==> config.mk <==
export PLATFORM = sky130hd
export DESIGN_NAME = cyc_irq_timer
export DESIGN_NICKNAME = d
export VERILOG_FILES = /design/src/rtl/tmr_pkg.sv /design/src/rtl/tmr_decode.sv /design/src/rtl/tmr_byte_seq.sv /design/src/rtl/tmr_count.sv /design/src/rtl/tmr_irq_latch.sv /design/src/rtl/cyc_irq_timer.sv
export SDC_FILE = /design/constraint.sdc
export NUM_CORES = 1
export LEC_CHECK = 0
export CAP_MARGIN = 20
export CORE_MARGIN = 5
export CORE_UTILIZATION = 30
export DETAILED_ROUTE_END_ITERATION = 8
export PLACE_DENSITY = 0.52
export SLEW_MARGIN = 5
export SYNTH_ARGS = -nofsm -noshare
export SYNTH_HDL_FRONTEND = slang
export SYNTH_SLANG_ARGS = --single-unit
==> constraint.sdc <==
create_clock -name clk -period 1.9 [get_ports clk]
set_input_delay 0.57 -clock clk [delete_from_list [all_inputs] [get_ports clk]]
set_output_delay 0.57 -clock clk [all_outputs]
set_load 0.01 [all_outputs]
==> src/rtl/tmr_pkg.sv <==
package tmr_pkg;
    typedef enum logic {SEQ_HI, SEQ_LO} seq_e;
    typedef enum logic {RUN_PAUSED, RUN_COUNTING} run_e;
    typedef enum logic {IRQ_CLEAR, IRQ_RAISED} irq_e;

    typedef struct packed {
        logic ack;
        logic load;
        logic ctrl;
    } wr_sel_t;
endpackage

==> src/rtl/tmr_decode.sv <==
module tmr_decode #(
    parameter int          ADDR_W    = 16,
    parameter logic [15:0] REG_MASK  = 16'hF800,
    parameter logic [15:0] LOAD_ADDR = 16'hC800,
    parameter logic [15:0] CTRL_ADDR = 16'hD800,
    parameter logic [15:0] ACK_MASK  = 16'h8800,
    parameter logic [15:0] ACK_ADDR  = 16'h8000
) (
    input  logic              we,
    input  logic [ADDR_W-1:0] addr,
    output tmr_pkg::wr_sel_t  sel
);
    localparam logic [ADDR_W-1:0] M_REG = ADDR_W'(REG_MASK);
    localparam logic [ADDR_W-1:0] M_ACK = ADDR_W'(ACK_MASK);

    always_comb begin
        sel.load = we && ((addr & M_REG) == ADDR_W'(LOAD_ADDR));
        sel.ctrl = we && ((addr & M_REG) == ADDR_W'(CTRL_ADDR));
        sel.ack  = we && ((addr & M_ACK) == ADDR_W'(ACK_ADDR));
    end
endmodule

==> src/rtl/tmr_byte_seq.sv <==
module tmr_byte_seq (
    input  logic clk,
    input  logic rst_n,
    input  logic load,
    input  logic ctrl,
    output logic load_hi,
    output logic load_lo
);
    import tmr_pkg::*;

    seq_e state, state_nx;

    always_ff @(posedge clk) begin
        if (!rst_n) state <= SEQ_HI;
        else        state <= state_nx;
    end

    always_comb begin
        state_nx = state;
        if (ctrl) begin
            state_nx = SEQ_HI;
        end else if (load) begin
            unique case (state)
                SEQ_HI: state_nx = SEQ_LO;
                SEQ_LO: state_nx = SEQ_HI;
            endcase
        end
    end

    always_comb begin
        load_hi = load && (state == SEQ_HI);
        load_lo = load && (state == SEQ_LO);
    end

    assert_ctrl_rewinds_R3: assert property (@(posedge clk) disable iff (!rst_n)
        ctrl |=> (state == SEQ_HI));
    assert_alternate_R2: assert property (@(posedge clk) disable iff (!rst_n)
        (load && !ctrl && state == SEQ_HI) |=> (state == SEQ_LO));
endmodule

==> src/rtl/tmr_count.sv <==
module tmr_count #(
    parameter int DATA_W = 8,
    parameter int CNT_W  = 2 * DATA_W
) (
    input  logic              clk,
    input  logic              rst_n,
    input  logic              load_hi,
    input  logic              load_lo,
    input  logic              ctrl,
    input  logic              ena_bit,
    input  logic [DATA_W-1:0] data,
    output logic              wrap,
    output logic              counting
);
    import tmr_pkg::*;

    run_e             state, state_nx;
    logic [CNT_W-1:0] cnt, cnt_nx;
    logic             loading;

    always_ff @(posedge clk) begin
        if (!rst_n) begin
            state <= RUN_PAUSED;
            cnt   <= '0;
        end else begin
            state <= state_nx;
            cnt   <= cnt_nx;
        end
    end

    always_comb begin
        loading = load_hi || load_lo;
        wrap    = (state == RUN_COUNTING) && (cnt == '0) && !loading;
    end

    always_comb begin
        state_nx = state;
        if (ctrl) begin
            state_nx = ena_bit ? RUN_COUNTING : RUN_PAUSED;
        end else begin
            unique case (state)
                RUN_PAUSED:   state_nx = RUN_PAUSED;
                RUN_COUNTING: state_nx = wrap ? RUN_PAUSED : RUN_COUNTING;
            endcase
        end
    end

    always_comb begin
        cnt_nx = cnt;
        if (load_hi)
            cnt_nx = {data, cnt[CNT_W-DATA_W-1:0]};
        else if (load_lo)
            cnt_nx = {cnt[CNT_W-1:DATA_W], data};
        else if (state == RUN_COUNTING)
            cnt_nx = cnt - 1'b1;
    end

    always_comb counting = (state == RUN_COUNTING);

    assert_decrement_R4: assert property (@(posedge clk) disable iff (!rst_n)
        (counting && !loading) |=> (cnt == CNT_W'($past(cnt) - 1'b1)));
    assert_wrap_pauses_R4: assert property (@(posedge clk) disable iff (!rst_n)
        (wrap && !ctrl) |=> !counting);
    assert_load_wins_R7: assert property (@(posedge clk) disable iff (!rst_n)
        load_lo |=> (cnt[DATA_W-1:0] == $past(data)));
    assert_enable_bit_R3: assert property (@(posedge clk) disable iff (!rst_n)
        ctrl |=> (counting == $past(ena_bit)));
endmodule

==> src/rtl/tmr_irq_latch.sv <==
module tmr_irq_latch (
    input  logic clk,
    input  logic rst_n,
    input  logic wrap,
    input  logic counting,
    input  logic ext_irq,
    input  logic ack,
    output logic irq_n
);
    import tmr_pkg::*;

    irq_e state, state_nx;
    logic set;

    always_comb set = wrap || (counting && ext_irq);

    always_ff @(posedge clk) begin
        if (!rst_n) state <= IRQ_CLEAR;
        else        state <= state_nx;
    end

    always_comb begin
        state_nx = state;
        unique case (state)
            IRQ_CLEAR:  state_nx = set ? IRQ_RAISED : IRQ_CLEAR;
            IRQ_RAISED: state_nx = (ack && !set) ? IRQ_CLEAR : IRQ_RAISED;
        endcase
    end

    always_comb irq_n = (state != IRQ_RAISED);

    assert_ack_clears_R5: assert property (@(posedge clk) disable iff (!rst_n)
        (ack && !set) |=> irq_n);
    assert_ext_sets_R6: assert property (@(posedge clk) disable iff (!rst_n)
        (counting && ext_irq) |=> !irq_n);
    assert_hold_R8: assert property (@(posedge clk) disable iff (!rst_n)
        (!irq_n && !ack) |=> !irq_n);
endmodule

==> src/rtl/cyc_irq_timer.sv <==
module cyc_irq_timer #(
    parameter int ADDR_W  = 16,
    parameter int DATA_W  = 8,
    parameter int ENA_BIT = 4
) (
    input  logic              clk,
    input  logic              rst_n,
    input  logic              cpu_we,
    input  logic [ADDR_W-1:0] cpu_addr,
    input  logic [DATA_W-1:0] cpu_data,
    input  logic              ext_irq,
    output logic              irq_n
);
    import tmr_pkg::*;

    localparam int CNT_W = 2 * DATA_W;

    wr_sel_t sel;
    logic    load_hi, load_lo, wrap, counting;

    tmr_decode #(.ADDR_W(ADDR_W)) u_decode (
        .we(cpu_we), .addr(cpu_addr), .sel(sel)
    );

    tmr_byte_seq u_seq (
        .clk(clk), .rst_n(rst_n), .load(sel.load), .ctrl(sel.ctrl),
        .load_hi(load_hi), .load_lo(load_lo)
    );

    tmr_count #(.DATA_W(DATA_W), .CNT_W(CNT_W)) u_count (
        .clk(clk), .rst_n(rst_n), .load_hi(load_hi), .load_lo(load_lo),
        .ctrl(sel.ctrl), .ena_bit(cpu_data[ENA_BIT]), .data(cpu_data),
        .wrap(wrap), .counting(counting)
    );

    tmr_irq_latch u_irq (
        .clk(clk), .rst_n(rst_n), .wrap(wrap), .counting(counting),
        .ext_irq(ext_irq), .ack(sel.ack), .irq_n(irq_n)
    );

    assert_paused_after_reset_R1: assert property (@(posedge clk)
        !rst_n |=> (!counting && irq_n));
endmodule

# Word-level counts from Yosys, hierarchy flattened
# Cells that the tools add are included.
[totals]
in_bits = 28
reg_bits = 19
[classes]
n_bitwise = 5
n_mux = 11
addsub = 1
n_eq_ne = 4
reduce_logical = 19
[ops]
columns = ["op", "count"]
rows = [
  ["two-way mux 16 bit", 3],
  ["logical NOT 16 bit", 1],
  ["subtractor 16 x 1 -> 16 bit (second input constant)", 1],
  ["== test 5 bit (second input constant)", 2],
  ["logical AND 1 bit", 9],
  ["case mux 1 bit (2 select lines)", 3],
  ["two-way mux 1 bit", 5],
  ["NOT 1 bit", 5],
  ["AND reduction 2 bit", 2],
  ["nonzero test 2 bit", 2],
  ["== test 2 bit (second input constant)", 1],
  ["logical NOT 1 bit", 2],
  ["logical OR 1 bit", 2],
  ["inequality test 2 x 1 -> 1 bit (second input constant)", 1],
  ["OR reduction 2 bit", 1],
]

# Longest topological paths before layout
# Gate-level depths: netlist of the first run.
[logic_depth]
word_depth = 11
ltp_mapped = 7
mapped_depth_nobuf = 7

# Hierarchy
# A second synthesis of the first run with hierarchy kept.
[unflattened]
hier_cells = 143
hier_area_um2 = 1136.1
[modules_own_cells]
columns = ["module", "area_each_um2", "n_inst", "cells_per_inst", "seq_area_each_um2"]
rows = [
  ["tmr_count", 1001.0, 1, 126, 340.3],
  ["tmr_byte_seq", 57.6, 1, 5, 20.0],
  ["tmr_irq_latch", 45.0, 1, 5, 20.0],
  ["tmr_decode", 32.5, 1, 7, 0.0],
]

# Worst setup path after synthesis of the first run
# Ideal clock, no wire load.
[synth_path]
path_kind = "input to register"
from = "input port cpu_addr[13]"
to = "register u_count.cnt[15]"
n_path_buf = 1
arrival_time_ns = 1.636
setup_ns = 0.119
stages = 6
path_slack_ns = 0.145
path_cell_list = "nand4b_2 > or3_1 > buf_2 > o21a_1 > o21ai_0 > a21oi_1"
[synth_via]
elab_chain_len = 5
elab_cells_between_ends = 8
cone_classes = "eq/ne (2); mux (1); reduce/logical (5)"
[synth_rtl]
columns = ["element", "line", "rtl"]
rows = [
  ["start: declaration", "cyc_irq_timer.sv:9", "input logic [ADDR_W-1:0] cpu_addr,"],
  ["== test 5 bit (*)", "tmr_decode.sv:17", "sel.load = we && ((addr & M_REG) == ADDR_W'(LOAD_ADDR));"],
  ["logical AND 1 bit (*)", "tmr_decode.sv:17", ""],
  ["logical AND 1 bit, on equally long branches", "tmr_byte_seq.sv:32, tmr_byte_seq.sv:31", ""],
  ["inequality test 2 x 1 -> 1 bit (no line) / nonzero test 2 bit (equally long branches)", "--", ""],
  ["AND reduction 2 bit (no line)", "--", ""],
  ["end signal: assignment", "tmr_count.sv:27", "cnt <= cnt_nx;"],
  ["end: declaration", "tmr_count.sv:18", "logic [CNT_W-1:0] cnt, cnt_nx;"],
]
# Mark *: on every way between the ends. The rest lies on a longest branch, timed or not.
# A chain may end at the register's enable or synchronous reset.

# Worst setup path in the final report of the first run
[layout_path]
from = "input port cpu_addr[13]"
to = "register u_count.cnt[7]"
[layout_via]
elab_chain_len = 5
elab_cells_between_ends = 8
cone_classes = "eq/ne (1); mux (1); bitwise (1); reduce/logical (5)"
[layout_rtl]
columns = ["element", "line"]
rows = [
  ["== test 5 bit (*)", "tmr_decode.sv:17"],
  ["logical AND 1 bit (*)", "tmr_decode.sv:17"],
  ["logical AND 1 bit, on equally long branches", "tmr_byte_seq.sv:32, tmr_byte_seq.sv:31"],
  ["nonzero test 2 bit (no line) / NOT 1 bit (equally long branches)", "--"],
  ["AND reduction 2 bit (no line)", "--"],
]
# Mark *: on every way between the ends. The rest lies on a longest branch, timed or not. The select of a mux whose other input is x is not followed.

==> impl_metrics.ini, run 1 <==
[run_status]
status = finished, final reports clean

[pwr]
ir_drop_mv = 0.405
p_leak_nw = 0.686
power.density_nw_per_um2 = 494

[cells_and_area]
fin_nets = 217
n_antenna_cell = 0
fillers = 376
drive_above_1_share = 0.294
fin_cells = 235
syn_to_final_growth_pct = 48.4

[clock_tree]
cts_max_level = 1
clk_path_buf_depth = 2
root_buffer = clkbuf_8
cts_hold_buffers = 0
cts.sinks = 19
insertion_delay_ns = 0.26
numCtsBuffers = 3
cts_tree = built
clk_pin_slew_ns = 0.08

[worst_setup_path]
required_ns = 2.05
critPathKind = input pin to flop
crit_path_end_kind = flop
setup.worst_path.start_class = input pin
worstPathMaxFanout = 4
crit_arrival_ns = 1.98

[sta]
slew_headroom = 0.733
fmax_ghz = 0.546
timing_worst_slew_pin_value_ns = 0.398
finalSetupTns_ns = 0
drv_slew = 0
setup_violations = 0
fin_skew_ns = 0.00499
holdWs_ns = 0.471
post-route-period-util = 0.964
final.setup.worst_slack_ns = 0.0693
final-hold-violation-count = 0
min_period_ns = 1.83

[logic_synthesis]
yosysWarningCount = 0
yosys.area.top_type = dfxtp_1
avgSynthCellArea_um2 = 8.07
synth-edff-count = 0
yosysMostFrequentCell = dfxtp_1
netlist_area_um2 = 1150
ys.flop_type = dfxtp_1
synthArstFlopShare = 0
synthTopCellsByArea = dfxtp_1, a21oi_1, nor2_1, nand3_1, nor3_2
ys_top_cells_by_count = dfxtp_1, a21oi_1, nor2_1
ys_types = 50
synthCells = 143
yosysTopAreaCellShare = 0.330
seq_area_frac_synth = 0.330
ys_seq_elements = 19
synth_nets = 172

[grt]
overflow = 0
grt_pass1_vias = 1233
grt_antenna_before_repair = 0
grtUsageTotal = 0.150
grt_max_degree = 12
grt_pass1_wl_um = 6130

[detailed_routing]
via_per_inst = 5.41
wl_um = 3680
drc = 0
ant_nets = 0
post_drt_wl_per_cell_um = 15.6
vias = 1272
first_pass_iters = 4
drt_iter0_markers = 92

[floorplan]
die-area_um2 = 5190
coreArea_um2 = 3690
start_util = 0.313
die_x_um = 72.0
die_y_um = 72.0
design.portCount = 29
core.rowCount = 22

[place]
place.gp.congestion = 0.841
place_ws_ns = -0.342
dp.cells = 231
dp_hpwl_um = 2820
placement.io_buffers = 17

[run]
cap_violations = 0

[worst_hold_path]
hold_path_class = flop to flop
cells by family (layout without fill, tap and decap cells):
group | count (synthesis) | count (layout) | share of synthesized area
compound gates | 51 | 51 | 0.286
buf+inv | 12 | 56 | 0.0401
fa+ha+maj | 1 | 1 | 0.0108
flops | 19 | 19 | 0.330
xor+xnor | 2 | 2 | 0.0152
simple gates | 58 | 58 | 0.318
report_power, final:
group	internal (W)	leakage [nW]	switching (W)
registers	0.000404	0.153	0.00000774
logic	0.0000763	0.507	0.0000674
clock network	0.000146	0.0255	0.000144
total	0.000626	0.686	0.000219
state kept, by name, summed over array words and instances (netlist names):
register	count
u_seq.state	1
u_count.cnt	16
u_count.counting	1
u_irq.state	1
per-layer routing:
| layer | global-route usage | wire length [µm] |
|---|---|---|
| met1 | 0.215 | 1820 |
| met2 | 0.224 | 1680 |
| met3 | 0.0374 | 160 |
| met4 | 0.0355 | 19 |
| met5 | 0 | 0 |
repair_timing:
item | in CTS | in global routing
pin swaps | 0 | 1
buffers inserted | 0 | 0
resized for setup | 4 | 18
setup endpoints to repair | 7 | 18
through the flow:
stage	power, W	cell area (µm²)	util
CTS	0.000853	1640	0.445
global route	0.000901	1710	0.464
finish	0.000845	1710	0.464
global placement	0.000551	1570	0.427
floorplan	0.000474	1150	-
detailed placement	0.000553	1570	0.427
cell usage in the layout, fill, tap and decap left out, drive strengths merged, types with 2 or more instances in the layout:
cell / count
nor2: 13
nand3b: 3
nand2: 7
o21ai: 9
a211oi: 2
dlymetal6s2s: 4
nor4: 6
o211ai: 4
nand4: 3
clkdlybuf4s50: 13
o21a: 2
nor3: 6
dfxtp: 19
buf: 28
inv: 7
or3: 2
clkbuf: 3
a31oi: 4
nand3: 8
a21oi: 19
worst paths after layout:
path | slack [ns] | from | endpoint | depth (start not counted)
max | 0.07 | cpu_addr[13] | u_count.cnt[7]$_SDFFE_PN0P_ | 8
min | 0.47 | u_count.cnt[15]$_SDFFE_PN0P_ | u_count.cnt[15]$_SDFFE_PN0P_ | 2
max reg2reg | 0.16 | u_count.cnt[0]$_SDFFE_PN0P_ | u_count.cnt[14]$_SDFFE_PN0P_ | 7
min reg2reg | 0.47 | u_count.cnt[15]$_SDFFE_PN0P_ | u_count.cnt[15]$_SDFFE_PN0P_ | 2
critical path, cell delays in order:
cell and delay, ns:
clkdlybuf4s50_1 0.41, nand4b_4 0.19, buf_6 0.15, o211ai_4 0.22, nor2_2 0.07, buf_4 0.14, xnor2_1 0.14, a21oi_1 0.09
final cells by class:
type / count / area [µm²] / share of cell area
Clock inverter: 1 / 5.00 / 0.00292
Inverter: 7 / 26.3 / 0.0154
Tap cell: 48 / 60.1 / 0.0351
Sequential cell: 19 / 380 / 0.222
Clock buffer: 3 / 41.3 / 0.0241
Timing Repair Buffer: 45 / 398 / 0.232
Multi-Input combinational cell: 112 / 801 / 0.468
No activity file was read; power rests on OpenSTA's default activity.
==> run 2, diff against run 1 <==
--- a/config.mk
+++ b/config.mk
@@ -9,7 +9,7 @@
 export CORE_MARGIN = 5
 export CORE_UTILIZATION = 30
 export DETAILED_ROUTE_END_ITERATION = 8
-export PLACE_DENSITY = 0.52
+export PLACE_DENSITY = 0.63
 export SLEW_MARGIN = 5
 export SYNTH_ARGS = -nofsm -noshare
 export SYNTH_HDL_FRONTEND = slang
==> constraint.sdc (replaced) <==
create_clock -name clk -period 1.5 [get_ports clk]
set_input_delay 0.45 -clock clk [delete_from_list [all_inputs] [get_ports clk]]
set_output_delay 0.45 -clock clk [all_outputs]
set_load 0.01 [all_outputs]
==> run 2 against run 1 <==
  * Critical path type is now flop to flop
  * Hold slack gained 0.019 ns
  * Global-route usage rose by 0.84 points
  * The flow now finishes with violations (setup timing)
  * Register-to-register slack worse by 0.29 ns
  * Clock skew increased by 0.0012 ns
  * Count of clock-buffer cells in the layout up 1
==> impl_metrics.ini, run 2 (synthesized netlist as in run 1, its figures left out) <==
[run_status]
status = finished, violations left
failed_checks = setup timing

[sta]
final.setup.worst_slack_ns = -0.127
timing_worst_slew_pin_value_ns = 0.367
fin_skew_ns = 0.00618
final-hold-violation-count = 0
drv_slew = 0
post-route-period-util = 1.08
slew_headroom = 0.753
grt_setup_unrepaired = yes
min_period_ns = 1.63
finalSetupTns_ns = -0.555
setup_violations = 8
fmax_ghz = 0.614

[clock_tree]
cts_hold_buffers = 0
insertion_delay_ns = 0.26
cts.sinks = 19
clk_path_buf_depth = 2
cts_max_level = 1
clk_pin_slew_ns = 0.08
cts_tree = built
numCtsBuffers = 3
root_buffer = clkbuf_8

[grt]
grtUsageTotal = 0.158
overflow = 0
grt_antenna_before_repair = 0
grt_max_degree = 11
grt_pass1_vias = 1371
grt_pass1_wl_um = 6530

[detailed_routing]
vias = 1426
wl_um = 4290
ant_nets = 0
drt_iter0_markers = 121
drc = 0
post_drt_wl_per_cell_um = 17.0
first_pass_iters = 4
via_per_inst = 5.66

[cells_and_area]
fin_nets = 234
drive_above_1_share = 0.471
largest_reg_flops = 16
mostFrequentLayoutCells = buf_4, dfxtp_1, a21oi_1
syn_to_final_growth_pct = 66.9
largest-register = u_count.cnt
final_common_cell = buf_4
n_antenna_cell = 0

[run]
cap_violations = 0

[worst_setup_path]
required_ns = 1.65
setup.worst_path.start_class = flop
critPathKind = flop to flop
crit_path_end_kind = flop
crit_arrival_ns = 1.78
worstPathMaxFanout = 4

[pwr]
ir_drop_mv = 0.499
p_leak_nw = 0.757
power.density_nw_per_um2 = 574

[floorplan]
die-area_um2 = 5190
core.rowCount = 22
design.portCount = 29
die_y_um = 72.0
coreArea_um2 = 3690
die_x_um = 72.0
start_util = 0.313

[worst_hold_path]
hold_path_class = flop to flop

[place]
dp_hpwl_um = 2970
placement.io_buffers = 17
place.gp.congestion = 0.919
place_ws_ns = -0.650
==> run 2: final cells by class <==
| class | count | area (µm²) |
|---|---|---|
| tap | 48 | 60.1 |
| multi-input combinational | 113 | 897 |
| fill | 349 | 1760 |
| clock buffer | 4 | 45.0 |
| inverter | 7 | 31.3 |
| timing repair buffer | 61 | 502 |
| sequential | 19 | 390 |
==> run 2: metal layers <==
metal	vias up	global-route usage	wire length, µm
met3	12	0.0402	266
met1	680	0.200	1770
met5	-	0	0
met2	61	0.272	2190
met4	0	0.0313	64
li1	673	-	-
==> run 2: worst paths after layout <==
path | startpoint | end | slack, ns | cells after the start
hold reg to reg | u_count.cnt[15]$_SDFFE_PN0P_ | u_count.cnt[15]$_SDFFE_PN0P_ | 0.49 | 2
setup / recovery | u_count.cnt[1]$_SDFFE_PN0P_ | u_count.cnt[14]$_SDFFE_PN0P_ | -0.13 | 8
hold / removal | u_count.cnt[15]$_SDFFE_PN0P_ | u_count.cnt[15]$_SDFFE_PN0P_ | 0.49 | 2
setup reg to reg | u_count.cnt[1]$_SDFFE_PN0P_ | u_count.cnt[14]$_SDFFE_PN0P_ | -0.13 | 8
==> run 2: report_power, final <==
group          leakage, nW  switching [W]  internal (W)
combinational        0.578       0.000107      0.000115
clock               0.0228       0.000179      0.000189
sequential           0.156     0.00000779      0.000508
total                0.757       0.000294      0.000812
==> run 2: through the flow <==
stage | instance area (µm²) | instances | total power (W) | hold WS [ns] | utilization
final | 1930 | 252 | 0.00111 | 0.490 | 0.522
after global routing | 1930 | 252 | 0.00115 | 0.516 | 0.522
after CTS | 1800 | 248 | 0.00108 | 0.464 | 0.489
after detailed placement | 1680 | 240 | 0.000713 | 0.458 | 0.455
after global placement | 1680 | 240 | 0.000711 | 0.451 | 0.455
after floorplan | 1190 | 143 | 0.000604 | 0.437 | -
==> run 2: worst max-delay path, cell delays in order, from the launching register on <==
cell and delay [ns]:
dfxtp_4 0.37, inv_4 0.06, ha_4 0.13, nor3b_4 0.22
nand4_1 0.15, buf_6 0.17, o31a_1 0.23, o21ai_1 0.12
a21oi_1 0.07
==> run 2: timing repair <==
action | 4_1_cts | 5_1_grt
setup endpoints to repair | 20 | 18
gates resized for setup | 35 | 31
buffers inserted | 4 | 6
pin swaps | 11 | 21
cloned | 0 | 1
==> run 3, diff against run 2 <==
--- a/config.mk
+++ b/config.mk
@@ -8,7 +8,9 @@
 export CAP_MARGIN = 20
 export CORE_MARGIN = 5
 export CORE_UTILIZATION = 30
+export CTS_CLUSTER_DIAMETER = 100
 export DETAILED_ROUTE_END_ITERATION = 8
+export GPL_TIMING_DRIVEN = 0
 export PLACE_DENSITY = 0.63
 export SLEW_MARGIN = 5
 export SYNTH_ARGS = -nofsm -noshare
==> run 3 against run 2 <==
  * The run still ends with setup timing left
  * Critical endpoint unchanged
  * Hold slack got worse by 0.012 ns
  * Flip-flop and latch count unchanged
  * Non-clock buffer count decreased by 29
  * Critical path depth decreased by 1
  * Critical path type unchanged
  * First-iteration DRC count decreased by 24%
  * Wire length decreased by 14%
  * Final area decreased by 14%
  * Register-to-register slack about the same
==> impl_metrics.ini, run 3 (synthesized netlist as in run 1, its figures left out) <==
[cells_and_area]
n_antenna_cell = 0
largest_reg_flops = 16
mostFrequentLayoutCells = a21oi_1, dfxtp_1, buf_4
final_common_cell = a21oi_1
drive_above_1_share = 0.316
largest-register = u_count.cnt
fin_util = 0.448
fin_nets = 204
syn_to_final_growth_pct = 43.4
fillers = 372

[clock_tree]
clk_path_buf_depth = 2
insertion_delay_ns = 0.26
cts_hold_buffers = 0
numCtsBuffers = 3
clk_pin_slew_ns = 0.08
cts_max_level = 1
cts_tree = built
cts.sinks = 19
root_buffer = clkbuf_8

[floorplan]
design.portCount = 29
die_x_um = 72.0
core.rowCount = 22
coreArea_um2 = 3690
die-area_um2 = 5190
start_util = 0.313
die_y_um = 72.0

[sta]
timing_worst_slew_pin_value_ns = 0.469
fin_skew_ns = 0.00226
slew_headroom = 0.686
final-hold-violation-count = 0
final.setup.worst_slack_ns = -0.117
min_period_ns = 1.62
finalSetupTns_ns = -0.463
drv_slew = 0
holdWs_ns = 0.478
grt_setup_unrepaired = yes
setup_violations = 9
post-route-period-util = 1.08
fmax_ghz = 0.619

[grt]
overflow = 0
grt_pass1_vias = 1239
grtUsageTotal = 0.146
grt_pass1_wl_um = 5970
grt_antenna_before_repair = 0
grt_max_degree = 11

[worst_setup_path]
critPathKind = flop to flop
setup.worst_path.start_class = flop
worstPathMaxFanout = 4
required_ns = 1.65
crit_path_end_kind = flop
crit_arrival_ns = 1.76

[detailed_routing]
ant_nets = 0
drc = 0
wl_um = 3700
via_per_inst = 5.74
post_drt_wl_per_cell_um = 16.7
first_pass_iters = 4
vias = 1274
drt_iter0_markers = 92

[run]
cap_violations = 0

[pwr]
p_leak_nw = 0.635
power.density_nw_per_um2 = 640
ir_drop_mv = 0.539

[run_status]
failed_checks = setup timing
status = finished, violations left

[place]
dp_hpwl_um = 2560
placement.io_buffers = 17
place.gp.congestion = 0.954

[worst_hold_path]
hold_path_class = input pin to flop
run 3: per-stage QoR:
step           cells  setup slack, ns  total power, W  instance area, µm²
5_1_grt          222           -0.188         0.00110                1650
3_3_place_gp     208           -0.808        0.000676                1430
4_1_cts          217           -0.108         0.00105                1560
3_5_place_dp     208           -0.854        0.000679                1430
6_report         222           -0.117         0.00106                1650
2_1_floorplan    143          -0.0802        0.000604                1190
run 3: final timing paths:
path / start / to / slack [ns] / cells past startpoint
setup reg to reg: u_count.cnt[1]$_SDFFE_PN0P_ / u_count.cnt[14]$_SDFFE_PN0P_ / -0.12 / 7
setup / recovery: u_count.cnt[1]$_SDFFE_PN0P_ / u_count.cnt[14]$_SDFFE_PN0P_ / -0.12 / 7
hold reg to reg: u_count.cnt[15]$_SDFFE_PN0P_ / u_count.cnt[15]$_SDFFE_PN0P_ / 0.48 / 2
hold / removal: cpu_addr[12] / u_count.counting$_SDFF_PN0_ / 0.48 / 3
run 3: what timing repair did:
item,CTS,global route
setup endpoints to repair,20,16
gates cloned,0,0
resized for setup,42,12
endpoints found under the hold margin,0,0
pin swaps,14,8
setup buffers,8,5
run 3: layout make-up:
class	count	area (µm²)	share of cell area
Buffer	2	16.3	0.00983
Clock buffer	4	45.0	0.0272
Inverter	7	31.3	0.0189
Multi-Input combinational cell	112	860	0.520
Sequential cell	19	390	0.236
Tap cell	48	60.1	0.0363
Timing Repair Buffer	30	251	0.152
run 3: layer usage:
| layer | up-vias | wire length (µm) | track usage |
|---|---|---|---|
| met1 | 622 | 1660 | 0.193 |
| met4 | 0 | 10 | 0.0251 |
| li1 | 611 | - | - |
| met2 | 39 | 1780 | 0.239 |
| met3 | 2 | 250 | 0.0429 |
| met5 | - | 0 | 0 |
run 3: power by group:
| group | switching, W | internal [W] | leakage (nW) | total [W] |
|---|---|---|---|---|
| Sequential | 0.0000128 | 0.000508 | 0.156 | 0.000521 |
| Combinational | 0.0000851 | 0.0000835 | 0.456 | 0.000169 |
| Clock | 0.000180 | 0.000189 | 0.0228 | 0.000369 |
run 3: critical path, stage by stage, from the launching register on:
cell and delay, ns:
dfxtp_4 0.37, inv_4 0.06, ha_4 0.13, nor3b_4 0.21, nand4_1 0.24, o31a_1 0.30
o21ai_1 0.13, a21oi_1 0.08
